`src/rtl/mcm_pkg.sv`:
```
package mcm_pkg;

    localparam int ADDR_W  = 16;
    localparam int DATA_W  = 8;
    localparam int PBANK_W = 3;

    localparam logic [ADDR_W-1:0] CTRL_ADDR = 16'h6001;

    typedef struct packed {
        logic [PBANK_W-1:0] prg_lo;
        logic [PBANK_W-1:0] prg_hi;
        logic [DATA_W-1:0]  chr;
        logic               mirror_h;
    } map_t;

    typedef enum logic [1:0] {
        WIN_OTHER = 2'd0,
        WIN_SRAM  = 2'd1,
        WIN_ROM   = 2'd2
    } win_e;

    function automatic win_e win_of(input logic [ADDR_W-1:0] a);
        if (a[15])
            return WIN_ROM;
        else if (a[15:13] == 3'b011)
            return WIN_SRAM;
        else
            return WIN_OTHER;
    endfunction

    function automatic map_t decode_ctrl(input logic [DATA_W-1:0] c);
        map_t m;
        if (c[4]) begin
            m.prg_lo = {c[7:6], 1'b0};
            m.prg_hi = {c[7:6], 1'b1};
        end else begin
            m.prg_lo = c[7:5];
            m.prg_hi = c[7:5];
        end
        m.chr      = c;
        m.mirror_h = c[3];
        return m;
    endfunction

endpackage

```
`src/rtl/mcm_ctrl_reg.sv`:
```
module mcm_ctrl_reg
    import mcm_pkg::*;
(
    input  logic              clk,
    input  logic              rst,
    input  logic              soft_rst,
    input  logic              wr_en,
    input  logic [ADDR_W-1:0] addr,
    input  logic [DATA_W-1:0] wdata,
    output logic [DATA_W-1:0] ctrl
);

    logic load;
    assign load = wr_en && (addr == CTRL_ADDR);

    always_ff @(posedge clk) begin
        if (rst || soft_rst)
            ctrl <= '0;
        else if (load)
            ctrl <= wdata;
    end

    AST_SOFT_CLEARS_CTRL: assert property (@(posedge clk) disable iff (rst)
        soft_rst |=> (ctrl == '0)) else $error("soft reset left ctrl set");

    AST_CTRL_LOADS: assert property (@(posedge clk) disable iff (rst)
        (!soft_rst && wr_en && addr == CTRL_ADDR) |=> (ctrl == $past(wdata))) else $error("ctrl load lost");

    AST_CTRL_HOLDS: assert property (@(posedge clk) disable iff (rst)
        (!soft_rst && !(wr_en && addr == CTRL_ADDR)) |=> $stable(ctrl)) else $error("ctrl changed without load");

endmodule

```
`src/rtl/mcm_reset_counter.sv`:
```
module mcm_reset_counter #(
    parameter int CNT_W = 2
) (
    input  logic             clk,
    input  logic             rst,
    input  logic             soft_rst,
    output logic [CNT_W-1:0] cnt
);

    always_ff @(posedge clk) begin
        if (rst)
            cnt <= '0;
        else if (soft_rst)
            cnt <= cnt + 1'b1;
    end

    AST_CNT_STEPS: assert property (@(posedge clk) disable iff (rst)
        soft_rst |=> (cnt == $past(cnt) + 1'b1)) else $error("counter did not step");

    AST_CNT_HOLDS: assert property (@(posedge clk) disable iff (rst)
        !soft_rst |=> $stable(cnt)) else $error("counter moved without soft reset");

endmodule

```
`src/rtl/mcm_read_port.sv`:
```
module mcm_read_port
    import mcm_pkg::*;
#(
    parameter int CNT_W = 2
) (
    input  logic              rd_en,
    input  logic [ADDR_W-1:0] addr,
    input  logic [CNT_W-1:0]  cnt,
    output logic [DATA_W-1:0] rd_data,
    output logic              rd_valid
);

    localparam int PAD_W = DATA_W - CNT_W;

    always_comb begin
        rd_valid = rd_en && (win_of(addr) == WIN_SRAM);
        rd_data  = rd_valid ? {{PAD_W{1'b0}}, cnt} : '0;
    end

endmodule

```
`src/rtl/multicart_mapper.sv`:
```
module multicart_mapper
    import mcm_pkg::*;
#(
    parameter int CNT_W = 2
) (
    input  logic               clk,
    input  logic               rst,
    input  logic               soft_rst,
    input  logic [15:0]        cpu_addr,
    input  logic [7:0]         cpu_wdata,
    input  logic               cpu_wr,
    input  logic               cpu_rd,
    output logic [2:0]         prg_bank_lo,
    output logic [2:0]         prg_bank_hi,
    output logic [7:0]         chr_bank,
    output logic               mirror_horiz,
    output logic [7:0]         rd_data,
    output logic               rd_valid
);

    logic [DATA_W-1:0] ctrl;
    logic [CNT_W-1:0]  cnt;
    map_t              map;

    mcm_ctrl_reg u_ctrl (
        .clk      (clk),
        .rst      (rst),
        .soft_rst (soft_rst),
        .wr_en    (cpu_wr),
        .addr     (cpu_addr),
        .wdata    (cpu_wdata),
        .ctrl     (ctrl)
    );

    mcm_reset_counter #(.CNT_W(CNT_W)) u_cnt (
        .clk      (clk),
        .rst      (rst),
        .soft_rst (soft_rst),
        .cnt      (cnt)
    );

    mcm_read_port #(.CNT_W(CNT_W)) u_rd (
        .rd_en    (cpu_rd),
        .addr     (cpu_addr),
        .cnt      (cnt),
        .rd_data  (rd_data),
        .rd_valid (rd_valid)
    );

    assign map          = decode_ctrl(ctrl);
    assign prg_bank_lo  = map.prg_lo;
    assign prg_bank_hi  = map.prg_hi;
    assign chr_bank     = map.chr;
    assign mirror_horiz = map.mirror_h;

    AST_WIDE_PAIRS_HALVES: assert property (@(posedge clk) disable iff (rst)
        chr_bank[4] |-> (!prg_bank_lo[0] && prg_bank_hi[0] && prg_bank_lo[2:1] == prg_bank_hi[2:1]))
        else $error("32 KB halves not paired");

    AST_NARROW_SAME_BANK: assert property (@(posedge clk) disable iff (rst)
        !chr_bank[4] |-> (prg_bank_lo == prg_bank_hi)) else $error("16 KB halves differ");

    AST_MIRROR_FOLLOWS: assert property (@(posedge clk) disable iff (rst)
        mirror_horiz == chr_bank[3]) else $error("mirror bit mismatch");

    AST_READ_ZERO_EXT: assert property (@(posedge clk) disable iff (rst)
        rd_valid |-> (rd_data[7:CNT_W] == '0)) else $error("read data upper bits set");

    AST_READ_IDLE_ZERO: assert property (@(posedge clk) disable iff (rst)
        !rd_valid |-> (rd_data == '0)) else $error("read data driven while idle");

endmodule

```
`config.mk`:
```
export PLATFORM = sky130hd
export DESIGN_NAME = multicart_mapper
export DESIGN_NICKNAME = d
export VERILOG_FILES = /design/src/rtl/mcm_pkg.sv /design/src/rtl/mcm_ctrl_reg.sv /design/src/rtl/mcm_reset_counter.sv /design/src/rtl/mcm_read_port.sv /design/src/rtl/multicart_mapper.sv
export SDC_FILE = /design/constraint.sdc
export NUM_CORES = 1
export LEC_CHECK = 0
export BUFFER_PORTS_ARGS = -buffer_cell sky130_fd_sc_hd__clkbuf_2
export CAP_MARGIN = 20
export CELL_PAD_IN_SITES_DETAIL_PLACEMENT = 0
export CELL_PAD_IN_SITES_GLOBAL_PLACEMENT = 1
export CORE_MARGIN = 3
export CORE_UTILIZATION = 27
export CTS_BUF_LIST = sky130_fd_sc_hd__clkbuf_8
export DETAILED_ROUTE_END_ITERATION = 8
export PLACE_DENSITY = 0.86
export SLEW_MARGIN = 20
export SYNTH_ARGS = -nofsm -noshare
export SYNTH_HDL_FRONTEND = slang
export SYNTH_HIERARCHICAL = 1
export SYNTH_SLANG_ARGS = --single-unit
```
`constraint.sdc`:
```
create_clock -name clk -period 3.2 [get_ports clk]
set_input_delay 0 -clock clk [delete_from_list [all_inputs] [get_ports clk]]
set_output_delay 0 -clock clk [all_outputs]
set_load 0.1 [all_outputs]
```
==> metrics.txt <==
crit path kind input pin to register; Chip Width 53.1 um; Detail Route Antenna Nets 0; commonest non-fill, non-tap cell in the layout clkbuf_2; clk_skew 0.0000570 ns; RSZ-0062 raised after global routing false; gr ovfl total 0; most frequent cells in the layout 46 x clkbuf_2, 17 x nand2_1, 10 x dfxtp_1; Final nets 141; setup TNS 0 ns; IO Port Bufs 46; Post-CTS Setup Bufs 0; Hold WC Path Type input pin to register; Slew @ Worst Pin 0.885 ns; Pre-Repair DR Iteration Count 2; Comb pwr share 20.3%; Peak supply drop 0.200 mV; Seq/Total Area, Yosys 33.5%; met1 Use GR 10.5%; Net Sw Frac 27.5%; Post-route DRC 0; clk buf depth 2; largest net degree at the start of global routing 17; Psw 97.2 uW; clk_lat worst skew 0.23 ns; Mean Syn Cell Area 9.20 um2; largest fanout on the critical path 16; crit end category register; Max Cap Viol 0; n_diodes 0; routed via count 556; initial antenna violation count 0; Starting DRT DRC Count 4; status finished, final reports clean; GRT busiest layer met2; YS warnings 6; crit path time final 1.47 ns; multi-input logic area 330 um2; # IOs 53; H-tree levels 1; Reg power frac 36.5%; grt met2 use 20.0%; Syn-to-layout area delta 47.1%; vias in the first global route 535; # clock sinks 10; met3 Resource Use GR 1.41%; # rows 16; internal power 257 uW; Max Clk Rate 680 MHz; Post-synth EDFFs 0; total power 354 uW; slew margin rel. 40.8%; Total GRT Usage 10.9%; CP Data Arrival Time 1.62 ns; post-synthesis async set-or-reset flop share 0%; core footprint 0.00202 mm2; crit start category input pin; final hold vios 0; Syn Inst Count 65; share of cells above drive strength 1 51.4%; FF+latch area 200 um2; Fillers 206; Synth cell types 20; fin. max-slew vios 0; Mapped Area 598 um2; final setup vio count 0; Placer Congestion 0.721; first-pass GRT wire length 2170 um; Root Buffer clkbuf_8; static leakage 0.000439 uW; clock-pin slew on the worst setup and hold paths 0.05 ns; hpwl dp 1170 um; average wire per standard cell 10.1 um; Initial Utilization 29.6%; die area 0.00282 mm2; PwrDens 402 mW/mm2; ys flop type dfxtp_1; Die H 53.1 um; CTS tree built; CP required 3.35 ns; Num CTS Buffers 3; final WL 1390 um; Tcrit/Tclk final 45.9%; final core occ 43.5%; Synth Register Bits 10; vias per inst 4.03; Clock Power Share 43.2%
[power groups by stage]
stage | registers, uW | logic, uW | clock network [uW]
final | 129 | 71.7 | 153
after global routing | 129 | 76.7 | 163
after CTS | 129 | 72.1 | 160
after detailed placement | 132 | 69.1 | 0
after global placement | 131 | 68.3 | 0
after floorplan | 131 | 53.3 | 0
[cells in the mapped netlist, drive strengths merged (2+ instances only)]
master	count	area [um2]
nor4b	2	38.8
buf	11	82.6
nor2	3	11.3
mux2i	8	80.1
dfxtp	10	200
nand2	17	63.8
and2	2	12.5
[metal layers]
metal	vias up	routed length [um]
met1	239	524
met4	0	27
li1	294	-
met5	-	0
met2	21	742
met3	2	94
[path summary, 6_finish.rpt]
path / cells past startpoint / slack, ns / startpoint / endpoint
min: 3 / 0.006 / cpu_wdata[4] / u_ctrl/ctrl[4]$_SDFFE_PP0P_
max reg2reg: 2 / 2.49 / u_cnt/cnt[1]$_SDFFE_PP0P_ / u_cnt/cnt[1]$_SDFFE_PP0P_
min reg2reg: 2 / 0.46 / u_ctrl/ctrl[2]$_SDFFE_PP0P_ / u_ctrl/ctrl[2]$_SDFFE_PP0P_
max: 5 / 1.73 / rst / u_ctrl/ctrl[3]$_SDFFE_PP0P_
[worst max-delay path, cell delays in order]
cell and delay, ns:
dlygate4sd3_1 0.54, clkbuf_2 0.13, nor2_1 0.67, nand2_1 0.11, mux2i_1 0.17
[logic make-up (layout without fill, tap and decap cells)]
group / Yosys count / in the layout / synth area share (%)
compound gates: 2 / 2 / 3.14
mux: 8 / 8 / 13.4
flops: 10 / 10 / 33.5
other cells: 1 / 6 / 0.627
buf+inv: 12 / 53 / 14.4
xor+xnor: 1 / 1 / 1.46
simple gates: 31 / 31 / 33.5
[final cells by class]
cell class	count	area share [%]
multi-input combinational	48	37.6
timing repair buffer	49	29.6
sequential	10	22.8
clock buffer	4	6.26
tap	27	3.84
[flip-flops by register name, indices dropped and copies added, names as in the netlist]
signal and cells:
u_ctrl/ctrl 8, u_cnt/cnt 2
[timing repair]
| action | 4_1_cts | 5_1_grt |
|---|---|---|
| setup endpoints to repair | 0 | 0 |
| hold buffers | 3 | 0 |
| resized for setup | 0 | 0 |
| endpoints found under the hold margin | 4 | 0 |
[per-stage QoR]
step,setup slack (ns),instance area [um2],hold WS [ns],std cells
2_1_floorplan,1.43,617,0.0624,70
3_3_place_gp,1.94,795,0.196,131
3_5_place_dp,1.89,795,0.196,131
4_1_cts,1.73,880,0.00179,138
5_1_grt,1.49,880,0.0200,138
6_report,1.73,880,0.00604,138
No activity file was read; power rests on OpenSTA's default activity.
